`src/rtl/ring_rd_pkg.sv`:
```
package ring_rd_pkg;
  localparam int unsigned DEF_DATA_W    = 64;
  localparam int unsigned DEF_NUM_BANKS = 3;
  localparam int unsigned DEF_ENTRIES   = 16;
  localparam int unsigned DEF_IDX_W     = 8;
  localparam int unsigned DEF_ADDR_W    = 4;
  localparam int unsigned DEF_BANK_BASE = 1;

  typedef enum logic [1:0] {
    TGT_NONE  = 2'd0,
    TGT_INDEX = 2'd1,
    TGT_BANK  = 2'd2
  } rd_tgt_e;
endpackage

```
`src/rtl/ring_idx_reg.sv`:
```
module ring_idx_reg #(
  parameter int unsigned IDX_W = 8
) (
  input  logic               clk_i,
  input  logic               rst_ni,
  input  logic               load_i,
  input  logic [2*IDX_W-1:0] load_val_i,
  input  logic               adv_i,
  output logic [IDX_W-1:0]   idx_o,
  output logic [IDX_W-1:0]   inc_o
);
  logic [IDX_W-1:0] idx_q, inc_q;

  // load wins over advance
  always_ff @(posedge clk_i or negedge rst_ni) begin
    if (!rst_ni) begin
      idx_q <= '0;
      inc_q <= '0;
    end else if (load_i) begin
      idx_q <= load_val_i[IDX_W-1:0];
      inc_q <= load_val_i[2*IDX_W-1:IDX_W];
    end else if (adv_i) begin
      idx_q <= idx_q + inc_q;
    end
  end

  assign idx_o = idx_q;
  assign inc_o = inc_q;
endmodule

```
`src/rtl/ring_bank_array.sv`:
```
module ring_bank_array #(
  parameter int unsigned DATA_W    = 64,
  parameter int unsigned NUM_BANKS = 3,
  parameter int unsigned ENTRIES   = 16,
  parameter int unsigned BSEL_W    = 2,
  parameter int unsigned ENT_W     = 4
) (
  input  logic                            clk_i,
  input  logic                            rst_ni,
  input  logic                            we_i,
  input  logic [BSEL_W-1:0]               bank_i,
  input  logic [ENT_W-1:0]                entry_i,
  input  logic [DATA_W-1:0]               wdata_i,
  input  logic [ENT_W-1:0]                rd_entry_i,
  output logic [NUM_BANKS-1:0][DATA_W-1:0] rd_data_o
);
  for (genvar b = 0; b < NUM_BANKS; b++) begin : g_bank
    logic [DATA_W-1:0] mem_q [ENTRIES];
    logic              hit;

    assign hit = we_i && (bank_i == BSEL_W'(b)) &&
                 ({1'b0, entry_i} < (ENT_W+1)'(ENTRIES));

    always_ff @(posedge clk_i or negedge rst_ni) begin
      if (!rst_ni) begin
        for (int e = 0; e < ENTRIES; e++) mem_q[e] <= '0;
      end else if (hit) begin
        mem_q[entry_i] <= wdata_i;
      end
    end

    assign rd_data_o[b] = mem_q[rd_entry_i];
  end
endmodule

```
`src/rtl/ring_rd_decode.sv`:
```
module ring_rd_decode
  import ring_rd_pkg::*;
#(
  parameter int unsigned DATA_W    = 64,
  parameter int unsigned NUM_BANKS = 3,
  parameter int unsigned ENTRIES   = 16,
  parameter int unsigned IDX_W     = 8,
  parameter int unsigned ADDR_W    = 4,
  parameter int unsigned BANK_BASE = 1
) (
  input  logic [ADDR_W-1:0]                addr_i,
  input  logic [IDX_W-1:0]                 idx_i,
  input  logic [IDX_W-1:0]                 inc_i,
  input  logic [NUM_BANKS-1:0][DATA_W-1:0] bank_data_i,
  output rd_tgt_e                          tgt_o,
  output logic [DATA_W-1:0]                data_o
);
  logic              in_range;
  logic [DATA_W-1:0] bank_sel;

  assign in_range = {1'b0, idx_i} < (IDX_W+1)'(ENTRIES);

  always_comb begin
    tgt_o    = TGT_NONE;
    bank_sel = '0;
    if (addr_i == '0) tgt_o = TGT_INDEX;
    for (int b = 0; b < NUM_BANKS; b++) begin
      if (addr_i == ADDR_W'(BANK_BASE + b)) begin
        tgt_o    = TGT_BANK;
        bank_sel = bank_data_i[b];
      end
    end
  end

  always_comb begin
    unique case (tgt_o)
      TGT_INDEX: data_o = {{(DATA_W-2*IDX_W){1'b0}}, inc_i, idx_i};
      TGT_BANK:  data_o = in_range ? bank_sel : '0;
      default:   data_o = '0;
    endcase
  end
endmodule

```
`src/rtl/ring_csr_reader.sv`:
```
module ring_csr_reader
  import ring_rd_pkg::*;
#(
  parameter int unsigned DATA_W    = DEF_DATA_W,
  parameter int unsigned NUM_BANKS = DEF_NUM_BANKS,
  parameter int unsigned ENTRIES   = DEF_ENTRIES,
  parameter int unsigned IDX_W     = DEF_IDX_W,
  parameter int unsigned ADDR_W    = DEF_ADDR_W,
  parameter int unsigned BANK_BASE = DEF_BANK_BASE,
  localparam int unsigned ENT_W    = (ENTRIES > 1) ? $clog2(ENTRIES) : 1,
  localparam int unsigned BSEL_W   = (NUM_BANKS > 1) ? $clog2(NUM_BANKS) : 1
) (
  input  logic              clk_i,
  input  logic              rst_ni,
  input  logic              csr_wr_i,
  input  logic [ADDR_W-1:0] csr_waddr_i,
  input  logic [DATA_W-1:0] csr_wdata_i,
  input  logic              csr_rd_i,
  input  logic [ADDR_W-1:0] csr_raddr_i,
  output logic [DATA_W-1:0] csr_rdata_o,
  output logic              csr_rvalid_o,
  input  logic              hw_we_i,
  input  logic [BSEL_W-1:0] hw_bank_i,
  input  logic [ENT_W-1:0]  hw_entry_i,
  input  logic [DATA_W-1:0] hw_wdata_i
);
  logic [IDX_W-1:0]                 idx_q, inc_q;
  logic                             idx_load, idx_adv;
  logic [NUM_BANKS-1:0][DATA_W-1:0] bank_data;
  rd_tgt_e                          rd_tgt;
  logic [DATA_W-1:0]                rd_data;
  logic [DATA_W-1:0]                rdata_q;
  logic                             rvalid_q;

  assign idx_load = csr_wr_i && (csr_waddr_i == '0);
  assign idx_adv  = csr_rd_i && (rd_tgt == TGT_BANK) && !idx_load;

  ring_idx_reg #(.IDX_W(IDX_W)) u_idx (
    .clk_i      (clk_i),
    .rst_ni     (rst_ni),
    .load_i     (idx_load),
    .load_val_i (csr_wdata_i[2*IDX_W-1:0]),
    .adv_i      (idx_adv),
    .idx_o      (idx_q),
    .inc_o      (inc_q)
  );

  ring_bank_array #(
    .DATA_W(DATA_W), .NUM_BANKS(NUM_BANKS), .ENTRIES(ENTRIES),
    .BSEL_W(BSEL_W), .ENT_W(ENT_W)
  ) u_banks (
    .clk_i      (clk_i),
    .rst_ni     (rst_ni),
    .we_i       (hw_we_i),
    .bank_i     (hw_bank_i),
    .entry_i    (hw_entry_i),
    .wdata_i    (hw_wdata_i),
    .rd_entry_i (idx_q[ENT_W-1:0]),
    .rd_data_o  (bank_data)
  );

  ring_rd_decode #(
    .DATA_W(DATA_W), .NUM_BANKS(NUM_BANKS), .ENTRIES(ENTRIES),
    .IDX_W(IDX_W), .ADDR_W(ADDR_W), .BANK_BASE(BANK_BASE)
  ) u_dec (
    .addr_i      (csr_raddr_i),
    .idx_i       (idx_q),
    .inc_i       (inc_q),
    .bank_data_i (bank_data),
    .tgt_o       (rd_tgt),
    .data_o      (rd_data)
  );

  always_ff @(posedge clk_i or negedge rst_ni) begin
    if (!rst_ni) begin
      rdata_q  <= '0;
      rvalid_q <= 1'b0;
    end else begin
      rvalid_q <= csr_rd_i;
      rdata_q  <= csr_rd_i ? rd_data : '0;
    end
  end

  assign csr_rdata_o  = rdata_q;
  assign csr_rvalid_o = rvalid_q;
endmodule

```
`config.mk`:
```
export PLATFORM = sky130hd
export DESIGN_NAME = ring_csr_reader
export DESIGN_NICKNAME = d
export VERILOG_FILES = /design/src/rtl/ring_rd_pkg.sv /design/src/rtl/ring_idx_reg.sv /design/src/rtl/ring_bank_array.sv /design/src/rtl/ring_rd_decode.sv /design/src/rtl/ring_csr_reader.sv
export SDC_FILE = /design/constraint.sdc
export NUM_CORES = 2
export LEC_CHECK = 0
export BUFFER_PORTS_ARGS = -buffer_cell sky130_fd_sc_hd__clkbuf_2
export CAP_MARGIN = 0
export CORE_MARGIN = 2
export CORE_UTILIZATION = 45
export DETAILED_ROUTE_END_ITERATION = 8
export PLACE_DENSITY_LB_ADDON = 0.2
export SETUP_SLACK_MARGIN = 0.3
export SLEW_MARGIN = 40
export SYNTH_ARGS = -nofsm -noshare
export SYNTH_HDL_FRONTEND = slang
export SYNTH_SLANG_ARGS = --single-unit
```
`constraint.sdc`:
```
create_clock -name clk_i -period 2.85 [get_ports clk_i]
set_input_delay 0.855 -clock clk_i [delete_from_list [all_inputs] [get_ports clk_i]]
set_output_delay 0.855 -clock clk_i [all_outputs]
set_load 0.01 [all_outputs]
```
-- Yosys cells after proc, flatten, opt, wreduce, memory -nomap -nowiden
Index checks and enable logic that the tools add are counted.
- register bits after elaboration: 3153
- latch bits: 0
- bits in writable memories: 0
- ROM bits: 0
- output and inout bits: 65
- word-level logic and storage cells: 104
- memories: 0
- add/subtract/negate cells: 1
- multiply operators: 0
- divide/modulo/power cells: 0
- order comparisons: 4
- equal/unequal tests: 7
- shifts and indexed selects: 0
- muxes and demuxes: 26
- bitwise logic cells: 2
- reductions and logical operators: 12
- operator list (kind ; number):
    bitwise mux 1024 bit ; 3
    binary-select mux 64 bit (select 4 bit) ; 3
    two-way mux 64 bit ; 12
    demux 64 bit (select 4 bit) ; 1
    case mux 64 bit (2 select lines) ; 1
    two-way mux 8 bit ; 2
    >= comparator 5 bit, second input constant ; 2
    inverter 4 -> 5 bit ; 2
    adder 8 bit ; 1
    equality test 4 x 2 -> 1 bit, second input constant ; 2
    zero test 4 bit ; 2
    less-than comparator 8 x 5 -> 1 bit, second input constant ; 1
    logical AND 1 bit ; 7
    two-way mux 2 bit ; 3
    less-than comparator 5 x 1 -> 1 bit, second input constant ; 1
    equality test 2 x 1 -> 1 bit, second input constant ; 2
    equality test 2 bit, second input constant ; 2
    equality test 4 x 1 -> 1 bit, second input constant ; 1
    zero test 2 bit ; 1
    nonzero test 2 bit ; 1
    zero test 1 bit ; 1
    two-way mux 1 bit ; 1

-- Logic depth before layout (Yosys ltp)
- word-level depth: 10
- depth in mapped cells: 12

-- Cells and area by module
Synthesis repeated with hierarchy kept, for this count alone.
- cells, all modules: 9362
- area total of the unflattened synthesis: 142294.0 um^2
- modules (own cells, without submodules) (module ; instances ; cells each ; area each (um^2)):
    ring_bank_array ; 1 ; 8825 ; 137376.8
    ring_csr_reader ; 1 ; 140 ; 2127.0
    ring_rd_decode ; 1 ; 298 ; 1793.0
    ring_idx_reg ; 1 ; 99 ; 997.2

-- Worst setup path after synthesis
Ideal clock, no wire load.
- path type: input port to flip-flop
- from: input port hw_entry_i[3]
- to: register u_banks.g_bank[1].mem_q[515] (netlist bit)
- setup time: 0.125 ns
- arrival time: 2.398 ns
- required time: 2.725 ns
- path slack: 0.327 ns
- cell stages on the path: 7
- path through: clkbuf_1 -> nand2b_1 -> or2_1 -> clkbuf_1 -> nor2_2 -> buf_2 -> mux2_2
- longest elaborated chain between the ends: 6
- elaborated cells between the ends (all ways): 7
- classes of those cells: order compare (2); mux (3); bitwise (1); reduce/logical (1)
- RTL lines (what ; line ; source):
    start: declaration ; ring_csr_reader.sv:24 ; input logic [ENT_W-1:0] hw_entry_i,
    inverter 4 -> 5 bit (not written as such) * ; ring_bank_array.sv:28 ; mem_q[entry_i] <= wdata_i;
    >= comparator 5 bit (not written as such) or less-than comparator 5 x 1 -> 1 bit (tied branches) ; ring_bank_array.sv:28 ;
    logical AND 1 bit (not written as such) ; ring_bank_array.sv:28 ;
    two-way mux 64 bit (not written as such) ; ring_bank_array.sv:28 ;
    demux 64 bit (select 4 bit) * ; ring_bank_array.sv:28 ;
    bitwise mux 1024 bit * ; ring_bank_array.sv:28 ;
    end signal: indexed assignment ; ring_bank_array.sv:28 ;
    end: declaration ; ring_bank_array.sv:18 ; logic [DATA_W-1:0] mem_q [ENTRIES];
Mark *: on every way between the ends. The rest lies on a longest branch, timed or not.
A chain may end at the register's enable or synchronous reset.

-- Worst setup path after layout
- from: register u_idx.idx_q[0] (netlist: u_idx.idx_o[0])
- to: register rdata_q[58] (netlist: csr_rdata_o[58])
- longest elaborated chain between the ends: 10
- elaborated cells between the ends (all ways): 17
- classes of those cells: order compare (1); mux (15); bitwise (1)
- RTL lines (what ; line ; source):
    start: declaration ; ring_idx_reg.sv:12 ; logic [IDX_W-1:0] idx_q, inc_q;
    start signal: assignment ; ring_idx_reg.sv:20 ; idx_q <= load_val_i[IDX_W-1:0];
    start signal: assignment ; ring_idx_reg.sv:23 ; idx_q <= idx_q + inc_q;
    inverter 4 -> 5 bit (not written as such) ; ring_bank_array.sv:32 ; assign rd_data_o[b] = mem_q[rd_entry_i];
    binary-select mux 64 bit (select 4 bit) ; ring_bank_array.sv:32 ;
    two-way mux 64 bit (not written as such) (2 in series) ; ring_bank_array.sv:32 ;
    two-way mux 64 bit (3 in series) ; ring_rd_decode.sv:28 ; if (addr_i == ADDR_W'(BANK_BASE + b)) begin
    two-way mux 64 bit * ; ring_rd_decode.sv:38 ; TGT_BANK: data_o = in_range ? bank_sel : '0;
    case mux 64 bit (2 select lines) * ; ring_rd_decode.sv:36 ; unique case (tgt_o)
    two-way mux 64 bit * ; ring_csr_reader.sv:80 ; rdata_q <= csr_rd_i ? rd_data : '0;
    end signal: assignment ; ring_csr_reader.sv:80 ;
    end: declaration ; ring_csr_reader.sv:32 ; logic [DATA_W-1:0] rdata_q;
Mark *: on every way between the ends. The rest lies on a longest branch, timed or not. The select of a mux whose other input is x is not followed.

==> results.json <==
{
  "p_seq_share_pct": 38.7,
  "ff2ff_path_depth": 10,
  "rsz0062_at_grt": "true",
  "synth_cells": 8992,
  "port_buffers": 163,
  "synthesis.area_um2": 141600,
  "holdWs_ns": 0.1612,
  "tns_ns": 0,
  "cts_buffer_depth": 4,
  "synthesis.nets": 9147,
  "vias": 83750,
  "placed_cells": 13050,
  "wl_per_cell_um": 31.16,
  "setup_violations": 0,
  "hp-start": "csr_wdata_i[15]",
  "dr.first_iter.drc_count": 6160,
  "drcViolationCount": 0,
  "cts_buffers": 346,
  "die_area_um2": 319200,
  "crit_arrival_ns": 3.45,
  "max_cap_viol_count": 0,
  "period_share_pct": 93.39,
  "layout-drive-gt1-share_pct": 57.67,
  "htree_levels": 5,
  "crit_type": "reg2reg",
  "ys_ff_latch": 3153,
  "relSlewSlack_pct": 44.88,
  "ir_worst_vdd_v": 0.0006334,
  "power_frac_clock_pct": 33.2,
  "ios": 212,
  "switching_share_pct": 29.15,
  "finalNonFillerCells": 13810,
  "synth_area_leaders": "dfrtp_1 56%, mux2_2 25%, mux4_2 11%",
  "crit_slowest_cell": "mux4_2",
  "p_int_uw": 98370,
  "yosys.cell_count.top_type": "dfrtp_1",
  "cp_max_fo": 7,
  "ant_nets": 0,
  "power.density_nw_per_um2": 828.9,
  "drv_slew": 0,
  "synth_top_cell_by_area": "dfrtp_1",
  "pwr-share-comb_pct": 28.1,
  "min_to": "u_idx.inc_o[7]",
  "grt-ovfl-total": 0,
  "antenna_found_initial": 29,
  "max_freq_mhz": 375.7,
  "grt_pass1_vias": 89560,
  "r2r_end": "csr_rdata_o[58]",
  "avgViaCountPerCell": 6.065,
  "grt_max_degree": 138,
  "synth_top_area_share_pct": 55.71,
  "ys_warn_count": 0,
  "p_leak_uw": 0.07800,
  "fp.dieH_um": 565.0,
  "start_util_pct": 45.33,
  "dieWidth_um": 565.0,
  "path_cells": "buf_12 -> buf_16 -> buf_16 -> buf_12 -> mux4_2 -> a221oi_2 -> a21oi_2 -> nor4_2 -> a211oi_2 -> buf_4",
  "gp_congestion": 0.8181,
  "worstSetupEndpointType": "register",
  "start_kind": "register",
  "ys_seq_area_share_pct": 55.71,
  "critPathMaxStageDelay_ns": 0.51,
  "hpwlAfterDp_um": 268800,
  "drt-total-wl_um": 430300,
  "synth-edff-count": 0,
  "core-area_um2": 312400,
  "clock_latency_ns": 0.94,
  "clk_pin_slew_ns": 0.06,
  "status": "finished clean",
  "area.growth.synth_to_final_pct": 18.26,
  "nets": 9541,
  "root_buffer": "clkbuf_16",
  "cts_tree": "yes",
  "ys_top_cells_by_count": "3153 x dfrtp_1, 3083 x mux2_2, 721 x mux4_2",
  "worstMarginPinSlew_ns": 0.8268,
  "rows": 205,
  "grt_pass1_wl_um": 629300,
  "dr.pass1.iters": 7,
  "grt.total_usage_pct": 26.92,
  "place_ws_ns": -0.3668,
  "syn_avg_cell_area_um2": 15.75,
  "ys_async_sr_fraction_pct": 100.0,
  "rr_startpoint": "u_idx.idx_o[0]",
  "r2r_slack_ns": 0.19,
  "synth_ff_type": "dfrtp_1",
  "fin_skew_ns": 0.05654,
  "p_sw_uw": 40470,
  "hold_class": "in2reg",
  "fin_crit_ns": 2.662,
  "clock_sinks": 3153,
  "cp.required_ns": 3.64,
  "holdPathStages": 3,
  "hold_viol": 0,
  "setup_slack_ns": 0.1885,
  "total_power_uw": 138800,
  "netlist-cell-type-count": 67
}
-- critical path, delay by kind of cell, from the launching register on --
family          cells  cell delay, ns
compound gates      3            0.45
flops               1            0.44
buf+inv             5            0.80
simple gates        1            0.29
mux                 1            0.51
-- worst max-delay path by stage --
stage / start / endpoint / slack [ns] / cells past startpoint
after floorplan: hw_entry_i[3] / u_banks.g_bank[1].mem_q[515] / 0.33 / 7
after global placement: csr_raddr_i[2] / csr_rdata_o[0] / -0.40 / 11
after detailed placement: csr_raddr_i[2] / csr_rdata_o[0] / -0.37 / 11
after CTS: u_idx.idx_o[0] / csr_rdata_o[53] / 0.22 / 11
after global routing: u_idx.idx_o[0] / csr_rdata_o[58] / 0.15 / 10
final: u_idx.idx_o[0] / csr_rdata_o[58] / 0.19 / 10
-- metal layers --
| metal | up-vias | share of wire [%] | GRT usage [%] |
|---|---|---|---|
| li1 | 34410 | - | - |
| met1 | 46220 | 43 | 36.63 |
| met2 | 2330 | 48 | 44.08 |
| met3 | 786 | 5.0 | 4.212 |
| met4 | 10 | 3.7 | 9.299 |
| met5 | - | 0.016 | 0 |
-- cell type report --
type | count | area (µm²)
antenna | 12 | 30.03
clock buffer | 509 | 10070
clock inverter | 110 | 1640
fill | 25030 | 144900
inverter | 7 | 28.78
multi-input combinational | 4922 | 60210
sequential | 3153 | 78920
tap | 4140 | 5180
timing repair buffer | 956 | 11410
-- state kept, by name, summed over array words and instances (netlist names) --
signal and flops:
u_idx.idx_o 8, u_idx.inc_o 8, csr_rdata_o 64, u_banks.g_bank.mem_q 3072, csr_rvalid_o 1
-- cells in the final DEF, fill, tap and decap left out, types with 26 or more instances in the layout --
| master | instances |
|---|---|
| clkbuf_16 | 358 |
| clkbuf_2 | 98 |
| a21oi_2 | 27 |
| mux2i_1 | 128 |
| clkbuf_1 | 86 |
| clkbuf_8 | 74 |
| buf_12 | 280 |
| a21oi_1 | 68 |
| buf_16 | 32 |
| mux2_1 | 68 |
| bufinv_16 | 27 |
| buf_2 | 26 |
| mux2_2 | 3083 |
| a22oi_1 | 80 |
| o22ai_1 | 62 |
| nand2_4 | 33 |
| mux4_2 | 721 |
| o21ai_0 | 35 |
| a221oi_2 | 28 |
| nand2_1 | 132 |
| a221oi_1 | 26 |
| dfrtp_1 | 3148 |
| a22oi_2 | 39 |
| nor2_1 | 29 |
| buf_4 | 471 |
| clkinv_2 | 48 |
-- kinds of logic (layout without fill, tap and decap cells) --
family                     Yosys count  in the layout  share of synthesized area (%)
DFF                               3153           3153                          55.71
xor gates and xnor gates             5              5                        0.03093
muxes                             4008           4008                          37.48
AOI/OAI and AO/OA                  521            521                          2.541
other                                0             12                              0
and+or+nand+nor                    380            380                          1.304
buffers and inverters              917           1582                          2.861
adders and majority gates            8              8                        0.07597
-- power groups by stage --
stage	Combinational (µW)	Clock [µW]	Sequential [µW]
CTS	37500	46900	53600
floorplan	23700	0	53200
global route	41300	48800	54300
finish	39000	46100	53700
detailed placement	34600	0	54500
global placement	34200	0	54000
-- through the flow --
step / util [%] / instance area, µm²
floorplan: - / 141600
detailed placement: 48.83 / 152500
CTS: 53.11 / 165900
finish: 53.61 / 167500
global placement: 48.82 / 152500
global route: 53.61 / 167500
-- what timing repair did --
action | in CTS | in global routing
hold buffers | 1 | 0
cloned | 16 | 9
setup endpoints to repair | 62 | 66
gates resized for setup | 136 | 169
endpoints found under the hold margin | 3 | 0
setup buffers | 52 | 48
pin swaps | 27 | 69
Note: power is estimated with default switching activity, not from simulation.
